`src/rtl/pdm_cap_pkg.sv`:
```
package pdm_cap_pkg;

  // Words in one frame: header plus both half-period captures.
  function automatic int unsigned frame_words(int unsigned n_pins, int unsigned word_w);
    return (2 * n_pins) / word_w + 1;
  endfunction

  // Index width able to address n items (at least one bit).
  function automatic int unsigned idx_w(int unsigned n);
    return (n <= 2) ? 1 : $clog2(n);
  endfunction

endpackage

```
`src/rtl/pdm_cap_clkgen.sv`:
```
module pdm_cap_clkgen #(
  parameter int DIV       = 16,
  parameter int CAP_DELAY = 2
) (
  input  logic clk,
  input  logic rst_n,
  output logic pdm_clk,
  output logic rise_smp,
  output logic fall_smp
);
  localparam int CNT_W = pdm_cap_pkg::idx_w(DIV);
  localparam logic [CNT_W-1:0] LAST_C = CNT_W'(DIV - 1);
  localparam logic [CNT_W-1:0] HALF_C = CNT_W'(DIV / 2);
  localparam logic [CNT_W-1:0] RISE_C = CNT_W'(CAP_DELAY);
  localparam logic [CNT_W-1:0] FALL_C = CNT_W'(DIV / 2 + CAP_DELAY);

  logic [CNT_W-1:0] cnt_q;
  logic [CNT_W-1:0] cnt_nxt;
  logic             pdm_q;

  always_comb begin
    cnt_nxt = (cnt_q == LAST_C) ? '0 : cnt_q + 1'b1;
  end

  // Counter idles at the last phase so the first cycle after reset is a rise.
  always_ff @(posedge clk or negedge rst_n) begin
    if (!rst_n) begin
      cnt_q <= LAST_C;
      pdm_q <= 1'b0;
    end else begin
      cnt_q <= cnt_nxt;
      pdm_q <= (cnt_nxt < HALF_C);
    end
  end

  assign pdm_clk  = pdm_q;
  assign rise_smp = (cnt_q == RISE_C);
  assign fall_smp = (cnt_q == FALL_C);


  pdm_high_phase_chk: assert property (@(posedge clk) disable iff (!rst_n)
    (cnt_q == '0) |-> pdm_q);


  pdm_low_phase_chk: assert property (@(posedge clk) disable iff (!rst_n)
    (cnt_q == HALF_C) |-> !pdm_q);

endmodule

```
`src/rtl/pdm_cap_sampler.sv`:
```
module pdm_cap_sampler #(
  parameter int N_PINS = 96
) (
  input  logic              clk,
  input  logic              rst_n,
  input  logic [N_PINS-1:0] pins,
  input  logic              rise_smp,
  input  logic              fall_smp,
  output logic [N_PINS-1:0] rise_bits,
  output logic [N_PINS-1:0] fall_bits,
  output logic              cap_done
);
  logic [N_PINS-1:0] synced;
  logic [N_PINS-1:0] rise_q;
  logic [N_PINS-1:0] fall_q;
  logic              done_q;

  for (genvar p = 0; p < N_PINS; p++) begin : g_sync
    logic [1:0] chain_q;
    always_ff @(posedge clk or negedge rst_n) begin
      if (!rst_n) chain_q <= '0;
      else        chain_q <= {chain_q[0], pins[p]};
    end
    assign synced[p] = chain_q[1];
  end

  always_ff @(posedge clk or negedge rst_n) begin
    if (!rst_n) begin
      rise_q <= '0;
      fall_q <= '0;
      done_q <= 1'b0;
    end else begin
      if (rise_smp) rise_q <= synced;
      if (fall_smp) fall_q <= synced;
      done_q <= fall_smp;
    end
  end

  assign rise_bits = rise_q;
  assign fall_bits = fall_q;
  assign cap_done  = done_q;


  rise_hold_chk: assert property (@(posedge clk) disable iff (!rst_n)
    !rise_smp |=> $stable(rise_q));


  fall_hold_chk: assert property (@(posedge clk) disable iff (!rst_n)
    !fall_smp |=> $stable(fall_q));

endmodule

```
`src/rtl/pdm_cap_framer.sv`:
```
module pdm_cap_framer #(
  parameter int N_PINS      = 96,
  parameter int WORD_W      = 32,
  parameter int SEQ_W       = 32,
  parameter int FRAME_WORDS = pdm_cap_pkg::frame_words(N_PINS, WORD_W)
) (
  input  logic                          clk,
  input  logic                          rst_n,
  input  logic                          cap_done,
  input  logic [N_PINS-1:0]             rise_bits,
  input  logic [N_PINS-1:0]             fall_bits,
  input  logic                          can_take,
  output logic                          load,
  output logic [FRAME_WORDS*WORD_W-1:0] frame_flat
);
  logic [SEQ_W-1:0] seq_q;

  // Sequence advances on every completed capture, sent or dropped.
  always_ff @(posedge clk or negedge rst_n) begin
    if (!rst_n)        seq_q <= '0;
    else if (cap_done) seq_q <= seq_q + 1'b1;
  end

  assign load       = cap_done && can_take;
  assign frame_flat = {fall_bits, rise_bits, WORD_W'(seq_q)};


  seq_step_chk: assert property (@(posedge clk) disable iff (!rst_n)
    cap_done |=> (seq_q == $past(seq_q) + 1'b1));


  seq_idle_chk: assert property (@(posedge clk) disable iff (!rst_n)
    !cap_done |=> $stable(seq_q));

endmodule

```
`src/rtl/pdm_cap_serializer.sv`:
```
module pdm_cap_serializer #(
  parameter int WORD_W      = 32,
  parameter int FRAME_WORDS = 7
) (
  input  logic                          clk,
  input  logic                          rst_n,
  input  logic                          load,
  input  logic [FRAME_WORDS*WORD_W-1:0] frame_flat,
  output logic                          can_take,
  output logic                          out_valid,
  input  logic                          out_ready,
  output logic [WORD_W-1:0]             out_data,
  output logic                          out_sof,
  output logic                          out_eof
);
  localparam int IDX_W = pdm_cap_pkg::idx_w(FRAME_WORDS);
  localparam logic [IDX_W-1:0] LAST_C = IDX_W'(FRAME_WORDS - 1);

  logic [WORD_W-1:0] buf_q [FRAME_WORDS];
  logic [IDX_W-1:0]  idx_q;
  logic              busy_q;
  logic              fire;
  logic              at_last;

  assign fire     = busy_q && out_ready;
  assign at_last  = (idx_q == LAST_C);
  assign can_take = !busy_q || (fire && at_last);

  for (genvar w = 0; w < FRAME_WORDS; w++) begin : g_buf
    always_ff @(posedge clk or negedge rst_n) begin
      if (!rst_n)    buf_q[w] <= '0;
      else if (load) buf_q[w] <= frame_flat[w*WORD_W +: WORD_W];
    end
  end

  always_ff @(posedge clk or negedge rst_n) begin
    if (!rst_n) begin
      busy_q <= 1'b0;
      idx_q  <= '0;
    end else if (load) begin
      busy_q <= 1'b1;
      idx_q  <= '0;
    end else if (fire) begin
      if (at_last) busy_q <= 1'b0;
      else         idx_q  <= idx_q + 1'b1;
    end
  end

  assign out_valid = busy_q;
  assign out_data  = buf_q[idx_q];
  assign out_sof   = busy_q && (idx_q == '0);
  assign out_eof   = busy_q && at_last;


  stall_hold_chk: assert property (@(posedge clk) disable iff (!rst_n)
    (out_valid && !out_ready) |=> (out_valid && $stable(out_data)
                                   && $stable(out_sof) && $stable(out_eof)));


  marks_excl_chk: assert property (@(posedge clk) disable iff (!rst_n)
    out_sof |-> !out_eof);


  launch_sof_chk: assert property (@(posedge clk) disable iff (!rst_n)
    load |=> (out_valid && out_sof));


  no_overrun_chk: assert property (@(posedge clk) disable iff (!rst_n)
    (out_valid && !out_eof) |-> !load);

endmodule

```
`src/rtl/pdm_mic_capture.sv`:
```
module pdm_mic_capture #(
  parameter int N_PINS    = 96,
  parameter int DIV       = 16,
  parameter int CAP_DELAY = 2,
  parameter int WORD_W    = 32,
  parameter int SEQ_W     = 32
) (
  input  logic              clk,
  input  logic              rst_n,
  output logic              pdm_clk_o,
  input  logic [N_PINS-1:0] mic_data_i,
  output logic              out_valid_o,
  input  logic              out_ready_i,
  output logic [WORD_W-1:0] out_data_o,
  output logic              out_sof_o,
  output logic              out_eof_o
);
  localparam int FRAME_WORDS = pdm_cap_pkg::frame_words(N_PINS, WORD_W);

  logic                          rise_smp;
  logic                          fall_smp;
  logic [N_PINS-1:0]             rise_bits;
  logic [N_PINS-1:0]             fall_bits;
  logic                          cap_done;
  logic                          can_take;
  logic                          load;
  logic [FRAME_WORDS*WORD_W-1:0] frame_flat;

  pdm_cap_clkgen #(.DIV(DIV), .CAP_DELAY(CAP_DELAY)) clkgen_i (
    .clk      (clk),
    .rst_n    (rst_n),
    .pdm_clk  (pdm_clk_o),
    .rise_smp (rise_smp),
    .fall_smp (fall_smp)
  );

  pdm_cap_sampler #(.N_PINS(N_PINS)) sampler_i (
    .clk       (clk),
    .rst_n     (rst_n),
    .pins      (mic_data_i),
    .rise_smp  (rise_smp),
    .fall_smp  (fall_smp),
    .rise_bits (rise_bits),
    .fall_bits (fall_bits),
    .cap_done  (cap_done)
  );

  pdm_cap_framer #(
    .N_PINS(N_PINS), .WORD_W(WORD_W), .SEQ_W(SEQ_W), .FRAME_WORDS(FRAME_WORDS)
  ) framer_i (
    .clk        (clk),
    .rst_n      (rst_n),
    .cap_done   (cap_done),
    .rise_bits  (rise_bits),
    .fall_bits  (fall_bits),
    .can_take   (can_take),
    .load       (load),
    .frame_flat (frame_flat)
  );

  pdm_cap_serializer #(.WORD_W(WORD_W), .FRAME_WORDS(FRAME_WORDS)) ser_i (
    .clk        (clk),
    .rst_n      (rst_n),
    .load       (load),
    .frame_flat (frame_flat),
    .can_take   (can_take),
    .out_valid  (out_valid_o),
    .out_ready  (out_ready_i),
    .out_data   (out_data_o),
    .out_sof    (out_sof_o),
    .out_eof    (out_eof_o)
  );


  reset_quiet_chk: assert property (@(posedge clk)
    !rst_n |-> (!out_valid_o && !out_sof_o && !out_eof_o));

endmodule

```
`config.mk`:
```
export PLATFORM = sky130hd
export DESIGN_NAME = pdm_mic_capture
export DESIGN_NICKNAME = d
export VERILOG_FILES = /design/src/rtl/pdm_cap_pkg.sv /design/src/rtl/pdm_cap_clkgen.sv /design/src/rtl/pdm_cap_sampler.sv /design/src/rtl/pdm_cap_framer.sv /design/src/rtl/pdm_cap_serializer.sv /design/src/rtl/pdm_mic_capture.sv
export SDC_FILE = /design/constraint.sdc
export NUM_CORES = 1
export LEC_CHECK = 0
export ABC_CLOCK_PERIOD_IN_PS = 3070
export CORE_MARGIN = 5
export CORE_UTILIZATION = 40
export CTS_CLUSTER_DIAMETER = 200
export CTS_CLUSTER_SIZE = 12
export DETAILED_ROUTE_END_ITERATION = 8
export GPL_TIMING_DRIVEN = 0
export HOLD_SLACK_MARGIN = 0.03
export MAX_ROUTING_LAYER = met4
export RECOVER_POWER = 25
export SKIP_LAST_GASP = 1
export SYNTH_ARGS = -nofsm -noshare
export SYNTH_HDL_FRONTEND = slang
export SYNTH_HIERARCHICAL = 1
export SYNTH_SLANG_ARGS = --single-unit
```
`constraint.sdc`:
```
create_clock -name clk -period 3.07 [get_ports clk]
set_input_delay 0.614 -clock clk [delete_from_list [all_inputs] [get_ports clk]]
set_output_delay 0.614 -clock clk [all_outputs]
set_load 0.01 [all_outputs]
```
* Word-level counts from Yosys, hierarchy flattened *
Cells that the tools add are included.
W data, S select, Z words.

word-level totals
  flip-flop bits (word level) = 650
  output and inout bits = 36
  word-level logic and storage cells = 144

cells by class
  add/subtract/negate cells = 3
  $lt $le $gt $ge = 2
  equality and inequality tests = 5
  mux-type cells = 10
  bitwise logic cells = 1
  reductions and logical operators = 12

operators by type and width
  operator                 count
  $bmux W32 S3             1
  $mux W32                 2
  $add A32 B1 Y32 const B  1
  $mux W3                  3
  $eq A4 B4 Y1 const B     2
  $logic_and A1 B1 Y1      5
  $add A4 B1 Y4 const B    1
  $eq A4 B2 Y1 const B     1
  $ge A4 B4 Y1 const B     1
  $lt A4 B4 Y1 const B     1
  $mux W4                  1
  $not A3 Y4               1
  $reduce_and A2 Y1        2
  $reduce_bool A2 Y1       2
  $add A3 B1 Y3 const B    1
  $eq A3 B3 Y1 const B     1
  $logic_not A3 Y1         1
  $mux W1                  3
  $ne A2 B2 Y1 const B     1
  $logic_not A1 Y1         1
  $logic_or A1 B1 Y1       1

* Depth between registers and ports, before layout *
Gate-level depths: netlist of the first run.

  depth after elaboration = 6
  depth in mapped cells = 13
  gate-level depth less buffers = 8

* Modules after synthesis *
Netlist of the first run, hierarchy kept.

modules (own cells, without submodules)
  module              times used  cells an instance  area each (µm²)
  pdm_cap_sampler     1           599                12359.4
  pdm_cap_serializer  1           689                10762.8
  pdm_cap_framer      1           318                2904.0
  pdm_cap_clkgen      1           18                 226.5

* Worst setup path before layout of the first run *
Ideal clock, no wire load.

  path kind = reg2reg
  start point = register ser_i.idx_q[0]
  end point = register ser_i/buf_q[0] (netlist name)
  setup time = 0.125 ns
  arrival time = 2.143 ns
  required time = 2.945 ns
  slack = 0.803 ns
  stages on the path, launching flop included = 12
  path buffers = 5
  clock period less this slack = 2.267 ns
  cell sequence = dfrtp_1 buf_6 buf_6 buf_6 inv_1 ha_1 nand3_1 nand2_1 and2_1 clkbuf_1 buf_2 mux2_2

on the way
  cells in the longest elaborated chain, start to end = 4

ends and longest elaborated chain
  element                         RTL line                  RTL
  start: declaration              pdm_cap_serializer.sv:20  logic [IDX_W-1:0] idx_q;
  start signal: assignment        pdm_cap_serializer.sv:45  else idx_q <= idx_q + 1'b1;
  $eq A3 B3 Y1                    pdm_cap_serializer.sv:26  assign at_last = (idx_q == LAST_C);
  $logic_and A1 B1 Y1             pdm_cap_serializer.sv:27  assign can_take = !busy_q || (fire && at_last);
  $logic_or A1 B1 Y1              pdm_cap_serializer.sv:27
  via can_take                    pdm_mic_capture.sv:25     logic can_take;
  $logic_and A1 B1 Y1             pdm_cap_framer.sv:24      assign load = cap_done && can_take;
  via load                        pdm_mic_capture.sv:26     logic load;
  end signal: indexed assignment  pdm_cap_serializer.sv:32  else if (load) buf_q[w] <= frame_flat[w*WORD_W +: WORD_W];
  end: declaration                pdm_cap_serializer.sv:19  logic [WORD_W-1:0] buf_q [FRAME_WORDS];

The timed path passes the listed nets, and every way through them passes these cells.
A chain may end at the register's enable or synchronous reset.

* Worst setup path after layout of the first run *
  start point = register ser_i.idx_q[0]
  end point = output port out_eof_o

on the way
  cells in the longest elaborated chain, start to end = 2

ends and longest elaborated chain
  element              RTL line                  RTL
  $eq A3 B3 Y1         pdm_cap_serializer.sv:26
  $logic_and A1 B1 Y1  pdm_cap_serializer.sv:52  assign out_eof = busy_q && at_last;
  end: declaration     pdm_mic_capture.sv:16     output logic out_eof_o

No other way between the ends.

==> results of run 1 <==
==> placed cells by master (no fill, tap or decap), types with 14 or more instances in the layout <==
| master | count |
|---|---|
| nand4_1 | 16 |
| buf_2 | 35 |
| dlygate4sd2_1 | 28 |
| nand3_1 | 15 |
| a221oi_2 | 59 |
| dlygate4sd3_1 | 97 |
| mux2_2 | 342 |
| buf_4 | 202 |
| xnor2_1 | 28 |
| mux2i_1 | 63 |
| dfrtp_1 | 646 |
| clkbuf_1 | 14 |
| buf_12 | 17 |
| clkbuf_16 | 61 |
| mux2_4 | 107 |
==> cell type report <==
class / instances / share of cell area [%]
clock inverter: 1 / 0.0369
inverter: 8 / 0.106
tap: 864 / 3.54
clock buffer: 73 / 5.14
multi-input combinational: 697 / 25.8
buffer: 269 / 7.21
timing repair buffer: 142 / 4.87
sequential: 650 / 53.3
==> power by group through the flow <==
stage          sequential, uW  combinational [uW]  clock (uW)
3_5_place_dp            11000                6810           0
3_3_place_gp            11000                6680           0
2_1_floorplan           10700                4340           0
5_1_grt                 11000                7100        7110
4_1_cts                 10800                6720        6790
6_report                10800                6640        6530
==> synth_stat cells, drive strengths merged, types with 3 or more instances <==
cell type  number  area, sq um
dfrtp         646        16200
mux2          449         5460
buf           265         2070
a221oi         64          911
mux2i          64          641
xnor2          28          245
nand4          17          121
nand3          15         75.1
nand2          11         41.3
and3            8         51.3
inv             8         30.0
ha              6         75.1
nor2            6         22.5
and2            4         25.0
clkbuf          4         15.0
dfstp           4          105
xor2            4         35.0
a21oi           3         15.0
nor4            3         33.8
==> what timing repair did <==
item | in CTS | in global routing
hold endpoints to repair | 47 | 0
endpoints found under the setup margin | 44 | 104
pin swaps | 12 | 4
setup buffers | 0 | 1
resized for setup | 71 | 17
hold buffers | 1 | 0
==> worst paths after layout <==
kind	startpoint	to	slack, ns	cells past startpoint
max	ser_i/idx_q[0]$_DFFE_PN0P_	out_eof_o	0.07	7
min reg2reg	sampler_i/g_sync[89].chain_q[0]$_DFF_PN0_	sampler_i/g_sync[89].chain_q[1]$_DFF_PN0_	0.34	0
max in group asynchronous	rst_n	sampler_i/rise_bits[89]$_DFFE_PN0P_	0.77	5
max reg2reg	ser_i/idx_q[0]$_DFFE_PN0P_	ser_i/buf_q[47]$_DFFE_PN0P_	0.17	11
min	sampler_i/g_sync[89].chain_q[0]$_DFF_PN0_	sampler_i/g_sync[89].chain_q[1]$_DFF_PN0_	0.34	0
min in group asynchronous	rst_n	sampler_i/g_sync[41].chain_q[0]$_DFF_PN0_	0.49	2
==> sequential cells by signal (all words and copies together) (netlist names) <==
signal / count
sampler_i/g_sync.chain_q: 192
clkgen_i/cnt_q: 4
ser_i/out_valid: 1
sampler_i/fall_bits: 96
ser_i/buf_q: 224
ser_i/idx_q: 3
sampler_i/cap_done: 1
clkgen_i/pdm_clk: 1
framer_i/seq_q: 32
sampler_i/rise_bits: 96
==> metal layers <==
layer / global-route usage (%) / vias to the layer above
li1: - / 5922
met1: 21.6 / 6783
met2: 26.6 / 204
met3: 2.59 / 77
met4: 3.34 / 0
met5: - / -
==> worst max-delay path: stages (launching register included) <==
cell and delay, ns:
dfrtp_1 0.39, buf_12 0.18, buf_12 0.17, buf_12 0.16, inv_1 0.07, ha_1 0.24
and3_2 0.26, dlygate4sd2_1 0.30
==> metrics by stage <==
step | worst slack, ns | TNS [ns] | utilization [%]
after global routing | -0.0174 | -0.0380 | 46.7
final | 0.0658 | 0 | 46.7
after floorplan | 0.803 | 0 | -
after global placement | -27.15 | - | 43.9
after detailed placement | -0.0292 | -0.200 | 44.1
after CTS | -0.145 | -0.145 | 46.7
==> logic make-up after synthesis <==
kind of cell / share of synthesized area, %
DFF: 62.0
muxes: 23.2
buffers and inverters: 8.06
AOI/OAI and AO/OA: 3.72
and+or+nand+nor: 1.66
xor gates and xnor gates: 1.07
adders and majority gates: 0.286
==> flow_metrics.py, run 1 <==
metrics = {
    "status": {
        "status": "complete, no violations",
    },
    "placement": {
        "portBuffers": 134,
        "hpwl_mm": 36.6,
        "placed_cells": 2628,
        "placed_area_sq_mm": 0.0288,
        "gp_congestion": 0.760,
    },
    "die": {
        "die_w_um": 266,
        "rows": 94,
        "die_area_sq_mm": 0.0709,
        "fp.coreArea_sq_mm": 0.0654,
        "die_h_um": 266,
        "start_util_pct": 40.1,
        "ios": 135,
    },
    "power_and_ir_drop": {
        "vdd_ir_drop_max_uv": 398,
        "p_int_uw": 17000,
        "power.total_uw": 24000,
        "pwr-share-clk_pct": 27.2,
        "power_frac_comb_pct": 27.6,
        "power.density_mw_per_mm2": 786,
        "p_switching_uw": 7010,
        "pwr-share-seq_pct": 45.1,
        "swShare_pct": 29.2,
        "power.leakage_uw": 0.0134,
    },
    "yosys": {
        "seq_area_frac_synth_pct": 62.0,
        "synth_enable_flop_cells": 0,
        "ys_seq_elements": 650,
        "syn_area_sq_mm": 0.0263,
        "syn_area_per_cell_sq_um": 16.2,
        "ys_types": 42,
        "ys_dominant_reg_cell": "dfrtp_1",
        "synthCells": 1624,
        "synth_warnings": 6,
        "async_flop_share_pct": 100,
        "syn_nets": 1729,
    },
    "cts": {
        "cts-root-buf": "clkbuf_16",
        "cts_tree": "done",
        "htree_levels": 2,
        "clock_latency_ns": 0.61,
        "clock_sinks": 650,
        "cts_buffers": 60,
        "path_clk_slew_ns": 0.06,
        "clock_path_buffers": 3,
    },
    "sta": {
        "grt_setup_unrepaired": "true",
        "max_slew_margin_pct": 56.1,
        "clock.fmax_mhz": 333,
        "finalHoldViolCount": 0,
        "clock_skew_ns": 0.0186,
        "setup_viol": 0,
        "post-route-min-period_ns": 3.00,
        "tightest_slew_ns": 0.659,
        "holdWs_ns": 0.342,
        "slew_violations": 0,
        "finalCritPeriodShare_pct": 97.9,
    },
    "routing": {
        "routed_wl_mm": 55.1,
        "via_per_inst": 4.80,
        "wl_per_cell_um": 20.4,
        "first_pass_iters": 4,
        "num_vias": 13000,
        "wl_met1_mm": 24.5,
        "drt_first_iter_violations": 682,
        "route.detailed.drc": 0,
        "ant_nets": 0,
        "wl_met2_mm": 27.4,
        "top_layer": "met4",
        "route.met3.wl_mm": 2.15,
    },
    "worst_hold_path": {
        "hold_path_class": "reg -> reg",
    },
    "global_route": {
        "grt_max_degree": 124,
        "grt_pass1_wl_mm": 86.5,
        "grt_pass1_vias": 14300,
        "antenna_found_initial": 0,
        "grt-ovfl-total": 0,
        "grt_usage_pct": 16.2,
    },
    "critical_path": {
        "worstPathRequired_ns": 2.46,
        "path_class": "reg -> out",
        "critPathMaxFanout": 10,
        "crit_arrival_ns": 2.39,
        "end_kind": "primary output",
        "cp-start-kind": "flop",
    },
    "layout": {
        "num-fill-cells": 5776,
        "area_growth_pct": 16.4,
        "seq_area_sq_mm": 0.0163,
        "antenna_cells": 0,
        "nets": 1933,
        "layout-drive-gt1-share_pct": 46.9,
        "multi_input_area_sq_mm": 0.00789,
        "instances_no_fill": 2704,
        "finalInstanceArea_sq_mm": 0.0305,
    },
    "flow_run": {
        "maxCapViolCount": 0,
    },
}
Power figures use the tool's default switching activity.
==> run 2, diff against run 1 <==
CELL_PAD_IN_SITES_DETAIL_PLACEMENT = 2   (was not set)
CELL_PAD_IN_SITES_GLOBAL_PLACEMENT = 2   (was not set)
CORE_UTILIZATION = 45   (was 40)
PLACE_DENSITY_LB_ADDON = 0.1   (was not set)
==> run 2 against run 1 <==
Largest cell class unchanged. Clock skew decreased by 0.00059 ns. Clock power up 2%. Via count increased by 3.5%. The flow now finishes with violations (capacitance limit, slew limit). Sequential share of layout area about the same.
==> flow_metrics.py, run 2 (synthesis results as in run 1) <==
metrics = {
    "placement": {
        "portBuffers": 134,
        "gp_congestion": 0.759,
        "placed_area_sq_mm": 0.0287,
        "hpwl_mm": 41.4,
        "placed_cells": 2528,
    },
    "critical_path": {
        "critPathMaxStageDelay_ns": 0.42,
        "end_kind": "primary output",
        "cp-start-kind": "flop",
        "reg2reg_slack_ns": 0.17,
        "critical-path-top-delay-family": "buffers and inverters",
        "reg2reg_to": "ser_i/buf_q[96]$_DFFE_PN0P_",
        "cp-startpoint": "ser_i/idx_q[0]$_DFFE_PN0P_",
        "path_class": "reg -> out",
        "worstPathRequired_ns": 2.46,
        "critPathMaxFanout": 10,
        "rr_startpoint": "ser_i/idx_q[0]$_DFFE_PN0P_",
        "slowest_stage": "dfrtp_1",
        "path_cells": "buf_12 > buf_4 > buf_12 > buf_4 > mux2_4 > a221oi_2 > a221oi_2 > clkbuf_2",
        "crit_arrival_ns": 2.44,
        "critPathBufInv": 5,
        "rr_worst_depth": 11,
    },
    "die": {
        "die_w_um": 252,
        "start_util_pct": 45.5,
        "rows": 88,
        "ios": 135,
        "fp.coreArea_sq_mm": 0.0577,
        "die_area_sq_mm": 0.0633,
        "die_h_um": 252,
    },
    "global_route": {
        "grt_pass1_wl_mm": 98.2,
        "grt-ovfl-total": 0,
        "grt_pass1_vias": 15800,
        "grt_max_degree": 125,
        "grt_usage_pct": 20.6,
        "antenna_found_initial": 1,
    },
    "routing": {
        "first_pass_iters": 4,
        "drt_first_iter_violations": 607,
        "via_per_inst": 5.14,
        "wl_met1_mm": 26.9,
        "wl_met2_mm": 33.2,
        "route.met3.wl_mm": 1.97,
        "route.detailed.drc": 0,
        "num_vias": 13400,
        "routed_wl_mm": 63.2,
        "ant_nets": 0,
        "top_layer": "met4",
        "wl_per_cell_um": 24.2,
    },
    "power_and_ir_drop": {
        "power.leakage_uw": 0.0135,
        "vdd_ir_drop_max_uv": 433,
        "power.density_mw_per_mm2": 805,
    },
    "flow_run": {
        "maxCapViolCount": 1,
    },
    "cts": {
        "htree_levels": 2,
        "cts_buffers": 60,
        "clock_path_buffers": 3,
        "path_clk_slew_ns": 0.07,
        "cts_tree": "done",
        "clock_sinks": 650,
        "cts_hold_buf": 0,
        "cts-root-buf": "clkbuf_16",
        "clock_latency_ns": 0.62,
    },
    "layout": {
        "final_cell_mix": "dfrtp_1, mux2_2, buf_4",
        "instances_no_fill": 2617,
        "area_growth_pct": 16.5,
        "layout-drive-gt1-share_pct": 48.2,
        "final_common_cell": "dfrtp_1",
        "regMostFlops": "ser_i/buf_q",
        "finish.utilization_pct": 53.0,
        "nets": 1943,
        "largest_reg_flops": 224,
        "antenna_cells": 0,
        "largestRegisters": "ser_i/buf_q x224, sampler_i/g_sync.chain_q x192",
        "num-fill-cells": 5166,
        "finalInstanceArea_sq_mm": 0.0306,
    },
    "sta": {
        "setup_viol": 0,
        "tightest_slew_ns": 1.87,
        "finalCritPeriodShare_pct": 99.3,
        "clock_skew_ns": 0.0180,
        "grt_setup_unrepaired": "true",
        "max_slew_margin_pct": -25.0,
        "slew_violations": 88,
        "post-route-min-period_ns": 3.05,
        "finalHoldViolCount": 0,
        "clock.fmax_mhz": 328,
    },
    "status": {
        "violations": "capacitance limit, slew limit",
        "status": "complete, but fails checks",
    },
    "worst_hold_path": {
        "hold_path_class": "in -> async",
    },
}
run 2: worst max-delay path by stage:
stage,depth (start not counted),slack [ns],endpoint
global placement,1,-27.50,sampler_i/g_sync[74].chain_q[0]$_DFF_PN0_
floorplan,11,0.80,ser_i/buf_q[0]$_DFFE_PN0P_
global route,8,-0.07,out_data_o[9]
detailed placement,11,-0.11,ser_i/buf_q[153]$_DFFE_PN0P_
CTS,5,-0.25,out_data_o[16]
finish,8,0.02,out_data_o[9]
run 2: metal layers:
layer  up-vias  track usage (%)
met5         -                -
met4         0             4.23
met3        90             2.44
met2       179             35.9
met1      7252             26.3
li1       5924                -
run 2: power breakdown:
| part | switching (uW) | internal, uW | total (uW) |
|---|---|---|---|
| logic | 3400 | 3620 | 7020 |
| clock network | 3090 | 3540 | 6630 |
| registers | 933 | 10000 | 11000 |
run 2: stage by stage:
stage | total power (uW) | setup WS, ns | hold WS [ns] | TNS [ns]
finish | 24600 | 0.0204 | 0.0250 | 0
global placement | 17700 | -27.50 | 0.332 | -
CTS | 24800 | -0.250 | 0.0339 | -1.66
global route | 25800 | -0.0652 | 0.0748 | -0.188
floorplan | 15000 | 0.803 | 0.318 | 0
detailed placement | 17900 | -0.111 | 0.336 | -4.09
run 2: area by class of cell:
type | count | area [sq um] | area share, %
multi-input cells | 697 | 7980 | 26.1
well taps | 765 | 957 | 3.13
repair buffers | 152 | 1520 | 4.97
clock inverters | 3 | 28.8 | 0.0941
plain buffers | 269 | 2210 | 7.23
inverters | 8 | 32.5 | 0.106
clock buffers | 73 | 1570 | 5.14
flip-flops and latches | 650 | 16300 | 53.2
run 2: timing repair:
item / in CTS / in global routing
pin swaps: 3 / 2
endpoints found under the hold margin: 0 / 0
gates resized for setup: 84 / 46
endpoints found under the setup margin: 146 / 100
setup buffers: 7 / 6
